## config.mk

```make
export PLATFORM = sky130hd
export DESIGN_NAME = pld_macrocell_array
export DESIGN_NICKNAME = d
export VERILOG_FILES = /design/src/rtl/pld_cell_pkg.sv /design/src/rtl/pld_mode_ctrl.sv /design/src/rtl/pld_cell_datapath.sv /design/src/rtl/pld_macrocell_array.sv
export SDC_FILE = /design/constraint.sdc
export NUM_CORES = 1
export LEC_CHECK = 0
export BUFFER_PORTS_ARGS = -buffer_cell sky130_fd_sc_hd__buf_2
export CAP_MARGIN = 20
export CORE_MARGIN = 10
export CORE_UTILIZATION = 40
export CTS_BUF_LIST = sky130_fd_sc_hd__clkbuf_16
export CTS_CLUSTER_DIAMETER = 30
export DETAILED_ROUTE_END_ITERATION = 10
export MAX_ROUTING_LAYER = met4
export PLACE_DENSITY = 0.84
export SLEW_MARGIN = 10
export SYNTH_ARGS = -nofsm -noshare
export SYNTH_HDL_FRONTEND = slang
export SYNTH_HIERARCHICAL = 1
export SYNTH_SLANG_ARGS = --single-unit
```

## constraint.sdc

```tcl
create_clock -name clk -period 1.4 [get_ports clk]
set_input_delay 0.14 -clock clk [delete_from_list [all_inputs] [get_ports clk]]
set_output_delay 0.14 -clock clk [all_outputs]
set_load 0.01 [all_outputs]
```

## src/rtl/pld_cell_pkg.sv

```systemverilog
package pld_cell_pkg;

  typedef enum logic [1:0] {
    MODE_SIMPLE     = 2'd0,
    MODE_COMPLEX    = 2'd1,
    MODE_REGISTERED = 2'd2
  } glbMode_e;

  // strobes from control to datapath
  typedef struct packed {
    glbMode_e mode;
    logic     capEn;
  } cellCtl_t;

endpackage

```

## src/rtl/pld_mode_ctrl.sv

```systemverilog
module pld_mode_ctrl
  import pld_cell_pkg::*;
#(
  parameter int CELLS = 8
) (
  input  logic             modeSyn,
  input  logic             modeAc0,
  input  logic [CELLS-1:0] cellDir,
  output cellCtl_t         ctl,
  output logic [CELLS-1:0] regSel,
  output logic [CELLS-1:0] pinnedOut
);

  localparam int INL = CELLS / 2 - 1;
  localparam logic [CELLS-1:0] INNER_MASK = {{(CELLS-2){1'b0}}, 2'b11} << INL;

  always_comb begin
    if (!modeSyn)     ctl.mode = MODE_REGISTERED;
    else if (modeAc0) ctl.mode = MODE_COMPLEX;
    else              ctl.mode = MODE_SIMPLE;
    ctl.capEn = (ctl.mode == MODE_REGISTERED);
    regSel    = (ctl.mode == MODE_REGISTERED) ? ~cellDir : '0;
    pinnedOut = (ctl.mode == MODE_SIMPLE) ? INNER_MASK : '0;
  end

endmodule

```

## src/rtl/pld_cell_datapath.sv

```systemverilog
module pld_cell_datapath
  import pld_cell_pkg::*;
#(
  parameter int CELLS = 8
) (
  input  logic             clk,
  input  logic             rstN,
  input  cellCtl_t         ctl,
  input  logic [CELLS-1:0] regSel,
  input  logic [CELLS-1:0] pinnedOut,
  input  logic [CELLS-1:0] cellPol,
  input  logic [CELLS-1:0] cellDir,
  input  logic [CELLS-1:0] sumIn,
  input  logic [CELLS-1:0] termOe,
  input  logic             auxInA,
  input  logic             auxInB,
  input  logic [CELLS-1:0] pinIn,
  output logic [CELLS-1:0] pinOut,
  output logic [CELLS-1:0] pinOe,
  output logic [CELLS-1:0] fbOut
);

  localparam int INL = CELLS / 2 - 1;
  localparam int INR = CELLS / 2;

  logic [CELLS-1:0] adj;
  logic [CELLS-1:0] regQ;
  logic [CELLS-1:0] pinVal;
  logic [CELLS-1:0] regFb;
  logic             isReg;
  logic             isSimple;

  assign adj      = sumIn ^ cellPol;
  assign isReg    = (ctl.mode == MODE_REGISTERED);
  assign isSimple = (ctl.mode == MODE_SIMPLE);

  always_ff @(posedge clk or negedge rstN) begin
    if (!rstN)          regQ <= '0;
    else if (ctl.capEn) regQ <= adj;
  end

  for (genvar i = 0; i < CELLS; i++) begin : g_cell
    assign pinOut[i] = regSel[i] ? regQ[i] : adj[i];
    assign pinOe[i]  = isSimple ? (pinnedOut[i] | ~cellDir[i])
                     : !isReg  ? (termOe[i] & ~cellDir[i])
                     : (regSel[i] ? ~auxInB : termOe[i]);
    assign pinVal[i] = pinOe[i] ? pinOut[i] : pinIn[i];
    assign regFb[i]  = regSel[i] ? ~regQ[i] : pinVal[i];

    if (i == 0) begin : g_edgeLo
      assign fbOut[i] = isReg ? regFb[i] : auxInA;
    end else if (i == CELLS - 1) begin : g_edgeHi
      assign fbOut[i] = isReg ? regFb[i] : auxInB;
    end else if (i == INL || i == INR) begin : g_center
      assign fbOut[i] = isReg ? regFb[i] : (isSimple ? 1'b0 : pinVal[i]);
    end else if (i < INL) begin : g_lowSide
      assign fbOut[i] = isReg ? regFb[i] : (isSimple ? pinVal[i-1] : pinVal[i]);
    end else begin : g_highSide
      assign fbOut[i] = isReg ? regFb[i] : (isSimple ? pinVal[i+1] : pinVal[i]);
    end
  end

endmodule

```

## src/rtl/pld_macrocell_array.sv

```systemverilog
module pld_macrocell_array
  import pld_cell_pkg::*;
#(
  parameter int CELLS = 8
) (
  input  logic             clk,
  input  logic             rstN,
  input  logic             modeSyn,
  input  logic             modeAc0,
  input  logic [CELLS-1:0] cellPol,
  input  logic [CELLS-1:0] cellDir,
  input  logic [CELLS-1:0] sumIn,
  input  logic [CELLS-1:0] termOe,
  input  logic             auxInA,
  input  logic             auxInB,
  input  logic [CELLS-1:0] pinIn,
  output logic [CELLS-1:0] pinOut,
  output logic [CELLS-1:0] pinOe,
  output logic [CELLS-1:0] fbOut
);

  cellCtl_t         ctl;
  logic [CELLS-1:0] regSel;
  logic [CELLS-1:0] pinnedOut;

  pld_mode_ctrl #(.CELLS(CELLS)) u_ctrl (
    .modeSyn   (modeSyn),
    .modeAc0   (modeAc0),
    .cellDir   (cellDir),
    .ctl       (ctl),
    .regSel    (regSel),
    .pinnedOut (pinnedOut)
  );

  pld_cell_datapath #(.CELLS(CELLS)) u_data (
    .clk       (clk),
    .rstN      (rstN),
    .ctl       (ctl),
    .regSel    (regSel),
    .pinnedOut (pinnedOut),
    .cellPol   (cellPol),
    .cellDir   (cellDir),
    .sumIn     (sumIn),
    .termOe    (termOe),
    .auxInA    (auxInA),
    .auxInB    (auxInB),
    .pinIn     (pinIn),
    .pinOut    (pinOut),
    .pinOe     (pinOe),
    .fbOut     (fbOut)
  );

endmodule

```

==> flow_summary.ini, run 1 <==
[drt]
wl_per_cell_um = 19.4
via_count = 1701
drc = 0
drt_pass1_iterations = 4
drtAntennaViolNets = 0
finalWirelength_um = 5910
drt_iter0_markers = 155
vias_per_cell = 5.58

[placed_design]
post-place-ws_ns = -0.339
routabilityCongestion = 0.883
place_hpwl_um = 3710
port_buffers = 69

[finish]
utilization_pct = 76.6
fillers = 181
largest_register_ff_count = 8
drive_gt1_share_pct = 66.3
multi_input_area_um2 = 1220
final_common_cell = buf_2
top_regs = u_data/regQ: 8 flops
seq_area_um2 = 200
n_antenna_cell = 0
final_cell_mix = 67 x buf_2, 31 x buf_4, 12 x mux2_2
regMostFlops = u_data/regQ
final_nets = 309
area_delta_synth_final_pct = 83.5

[global_route]
grtUsageTotal_pct = 17.6
grt_overflow_total = 0
grt_antenna_before_repair = 0
grt_pass1_vias = 1821
grt_pass1_wl_um = 8430
grt_max_degree = 11

[yosys]
ys_ff_latch = 8
yosysTopAreaCell = dfrtp_1
seq_area_frac_synth_pct = 15.8
synth_area_per_cell_um2 = 8.05
syn_inst = 157
syn-cell-area_um2 = 1260
ys.flop_type = dfrtp_1
synth-edff-count = 0
yosys_warnings = 6
yosys.cell_types.count = 42
yosysTopAreaCellShare_pct = 15.8
ys_async_sr_fraction_pct = 100
synth_area_leaders = dfrtp_1 16%, mux2_2 12%, mux2i_1 5.5%

[worst_setup_path]
required_ns = 1.26
cp_max_fo = 3
start_kind = register
crit-reg2reg-capture = u_data/regQ[6]$_DFFE_PN0P_
reg2reg_from = u_data/regQ[6]$_DFFE_PN0P_
endpoint = fbOut[6]
crit_start = u_data/regQ[6]$_DFFE_PN0P_
cp.arrival_ns = 1.68
r2r_slack_ns = 0.52
reg2reg_depth = 2
criticalPathCategory = reg2out
crit_path_end_kind = output port

[cts]
path_clk_slew_ns = 0.04
numClockSinks = 8
h-tree-depth = 1
cts_buffer_depth = 2
cts_tree = built
root_buffer = clkbuf_16
cts_buffers = 3
clock_latency_ns = 0.23

[outcome]
status = complete, but fails checks
violations = setup timing

[floorplanning]
rows = 20
ios = 70
die-area_um2 = 5810
fp.dieH_um = 76.2
start_util_pct = 41.7
coreArea_um2 = 3030
die_w_um = 76.2

[sta]
period_share_pct = 130
postLayoutSetupSlackWorst_ns = -0.416
period_needed_ns = 1.82
setup_viol = 12
fin_skew_ns = 0
drv_slew = 0
fmaxAchievable_ghz = 0.551
final_hold_viol_count = 0
rsz0062_at_grt = true

[power_and_ir_drop]
powerDensity_nw_per_um2 = 728
fin_total_pwr_mw = 1.69
irDropWorstVdd_v = 0.00113
p_leak_nw = 1.09

[min_path]
hold_path_class = in2async

[run]
cap_violations = 0
worst max-delay path: stages (launching register included):
cell	delay, ns
dfrtp_1	0.38
mux2_4	0.29
and3_4	0.20
o32ai_2	0.30
a211oi_2	0.12
buf_2	0.16
per-layer routing:
metal / share of wire [%] / GRT usage (%)
met2: 51 / 30.8
met5: 0 / -
met4: 6.7 / 11.2
met1: 37 / 18.0
met3: 5.6 / 2.48
Yosys cell counts (2+ instances only):
cell type / number
buf_4: 7
mux2i_1: 7
o22ai_1: 2
buf_2: 4
nand2b_1: 9
o21a_1: 6
xor2_1: 8
mux2_2: 14
nand3_1: 3
a21oi_1: 6
a211o_1: 2
nor3_1: 2
a32o_1: 2
nor3b_1: 8
o32ai_1: 2
nand2_1: 2
o211ai_1: 2
and2_1: 5
a31oi_1: 2
nor2_1: 14
a221oi_2: 2
dfrtp_1: 8
inv_1: 9
and3_1: 2
nor2b_1: 4
clkbuf_1: 2
o21ai_0: 6
buf_6: 2
o21ai_1: 2
cells by family after synthesis:
group,after synthesis,share of synthesized area (%)
simple gates,53,24.2
compound gates,41,24.5
buf+inv,24,10.8
mux,22,18.9
xor+xnor,8,5.54
flops,8,15.8
other cells,1,0.297
where the power goes:
group,leakage [nW],internal [mW],total (mW),switching [mW]
combinational,0.961,0.473,0.925,0.453
sequential,0.0935,0.268,0.292,0.0242
clock,0.0370,0.367,0.470,0.102
worst min-delay path by stage:
| stage | cells past startpoint | to | slack, ns | from |
|---|---|---|---|---|
| final | 2 | u_data/regQ[6]$_DFFE_PN0P_ | 0.28 | rstN |
| after global routing | 2 | u_data/regQ[6]$_DFFE_PN0P_ | 0.32 | rstN |
| after CTS | 2 | u_data/regQ[6]$_DFFE_PN0P_ | 0.28 | rstN |
| after detailed placement | 1 | u_data/regQ[0]$_DFFE_PN0P_ | -0.01 | rstN |
| after global placement | 1 | u_data/regQ[0]$_DFFE_PN0P_ | -0.02 | rstN |
| after floorplan | 0 | u_data/regQ[0]$_DFFE_PN0P_ | -0.16 | rstN |
repair_timing:
item / CTS / global route
endpoints found under the hold margin: 8 / 0
pin swaps: 12 / 3
setup buffers: 10 / 2
setup endpoints to repair: 11 / 16
hold buffers: 1 / 0
gates resized for setup: 40 / 17
layout make-up:
type | count | share of cell area [%]
clock buffer | 3 | 3.24
inverter | 9 | 1.78
multi-input combinational | 130 | 52.7
sequential | 8 | 8.63
tap | 44 | 2.37
timing repair buffer | 111 | 31.3
metrics by stage:
step / setup TNS, ns / instance area (um^2) / instances / hold WS (ns)
final: -2.75 / 2320 / 305 / 0.283
after global routing: -3.46 / 2320 / 305 / 0.322
after CTS: -1.95 / 2240 / 304 / 0.285
after detailed placement: -2.70 / 1900 / 290 / -0.0149
after global placement: -2.46 / 1900 / 290 / -0.0158
after floorplan: -0.0103 / 1390 / 162 / -0.156
No activity file was read; power rests on OpenSTA's default activity.
==> run 2, diff against run 1 <==
Settings changed: CORE_MARGIN 10 to default, MAX_ROUTING_LAYER met4 to default.
==> flow_summary.ini, run 2 (synthesized netlist as in run 1, its figures left out) <==
[outcome]
status = complete, but fails checks
violations = setup timing

[cts]
clock_latency_ns = 0.23
cts_buffers = 3
cts_tree = built
numClockSinks = 8
path_clk_slew_ns = 0.04
root_buffer = clkbuf_16
h-tree-depth = 1
cts_buffer_depth = 2

[worst_setup_path]
cp.arrival_ns = 1.58
crit-reg2reg-capture = u_data/regQ[6]$_DFFE_PN0P_
crit_path_end_kind = output port
start_kind = input port
required_ns = 1.26
criticalPathCategory = in2out
reg2reg_from = u_data/regQ[6]$_DFFE_PN0P_
cp_slowest_stage_delay_ns = 0.32
crit_start = modeSyn
cp_max_fo = 7
crit_slowest_cell = a221oi_4
endpoint = fbOut[1]
cp_cell_sequence = buf_8, buf_12, nor2_4, nor2b_4, a221oi_4, mux2i_2, a32o_2, a211oi_2, buf_2
r2r_slack_ns = 0.53
reg2reg_depth = 2

[power_and_ir_drop]
powerDensity_nw_per_um2 = 725
p_leak_nw = 1.07
irDropWorstVdd_v = 0.000838
fin_total_pwr_mw = 1.59

[finish]
final_nets = 309
drive_gt1_share_pct = 61.3
multi_input_area_um2 = 1110
fillers = 211
final_common_cell = buf_2
n_antenna_cell = 0
fin_cells = 305
area_delta_synth_final_pct = 74.0
top_regs = u_data/regQ: 8 flops
seq_area_um2 = 200
largest_register_ff_count = 8
final_cell_mix = 65 x buf_2, 37 x buf_4, 11 x mux2_2
regMostFlops = u_data/regQ
final_area_um2 = 2200

[placed_design]
placed_cells = 295
port_buffers = 69
routabilityCongestion = 0.804
place_area_um2 = 1940
place_hpwl_um = 3030
post-place-ws_ns = -0.352

[sta]
final_hold_viol_count = 0
postLayoutSetupSlackWorst_ns = -0.325
setup_viol = 10
rsz0062_at_grt = true
period_needed_ns = 1.72
fin_skew_ns = 0
period_share_pct = 123
fmaxAchievable_ghz = 0.580
drv_slew = 0
holdWs_ns = 0.279

[drt]
vias_per_cell = 5.06
drt_iter0_markers = 26
drc = 0
drtAntennaViolNets = 0
wl_per_cell_um = 13.1
drt_pass1_iterations = 6
via_count = 1543
finalWirelength_um = 4000

[floorplanning]
die_w_um = 58.2
start_util_pct = 41.7
rows = 20
ios = 70
coreArea_um2 = 3030
die-area_um2 = 3390
fp.dieH_um = 58.2

[global_route]
grt_antenna_before_repair = 0
grt_pass1_vias = 1491
grt_max_degree = 12
grtUsageTotal_pct = 23.3
grt_overflow_total = 0
grt_pass1_wl_um = 6240

[run]
cap_violations = 0

[min_path]
hold_path_class = in2async
## run 2: worst min path at each step
stage / endpoint / cells past startpoint
after floorplan: u_data/regQ[0]$_DFFE_PN0P_ / 0
after global routing: u_data/regQ[7]$_DFFE_PN0P_ / 2
after detailed placement: u_data/regQ[7]$_DFFE_PN0P_ / 1
final: u_data/regQ[6]$_DFFE_PN0P_ / 2
after CTS: u_data/regQ[6]$_DFFE_PN0P_ / 2
after global placement: u_data/regQ[0]$_DFFE_PN0P_ / 1
## run 2: cell type report
cell class / count / share of cell area, %
sequential: 8 / 9.11
multi-input combinational: 130 / 50.7
clock buffer: 3 / 3.41
tap: 44 / 2.50
timing repair buffer: 111 / 32.6
inverter: 9 / 1.76
## run 2: power by group
part | internal [mW] | total, mW | switching [mW] | leakage [nW]
sequential | 0.268 | 0.290 | 0.0227 | 0.0935
clock | 0.367 | 0.472 | 0.105 | 0.0370
combinational | 0.450 | 0.831 | 0.381 | 0.935
total | 1.09 | 1.59 | 0.508 | 1.07
## run 2: metal layers
metal	part of all wire, %	global-route usage, %	vias to the layer above	wire length (um)
li1	-	-	765	-
met1	45	30.1	726	1790
met2	50	39.7	43	2010
met3	2.6	0.893	9	105
met4	2.3	11.9	0	93
met5	0	0	-	0
## run 2: worst max-delay path, delay by kind of cell
kind                   cells  cell delay (ns)
buffers and inverters      3             0.39
and+or+nand+nor            2             0.20
AOI/OAI and AO/OA          3             0.52
muxes                      1             0.31
## run 2: per-stage QoR
| step | setup TNS [ns] | utilization (%) |
|---|---|---|
| 6_report | -2.06 | 72.6 |
| 4_1_cts | -1.87 | 70.4 |
| 3_5_place_dp | -2.82 | 64.1 |
| 2_1_floorplan | -0.0103 | - |
| 5_1_grt | -2.80 | 72.6 |
| 3_3_place_gp | -2.53 | 64.1 |
## run 2: what timing repair did
| item | CTS | global route |
|---|---|---|
| pin swaps | 9 | 6 |
| buffers inserted | 4 | 2 |
| resized for setup | 20 | 12 |
| hold endpoints to repair | 8 | 0 |
| endpoints found under the setup margin | 14 | 10 |
| hold buffers | 1 | 0 |
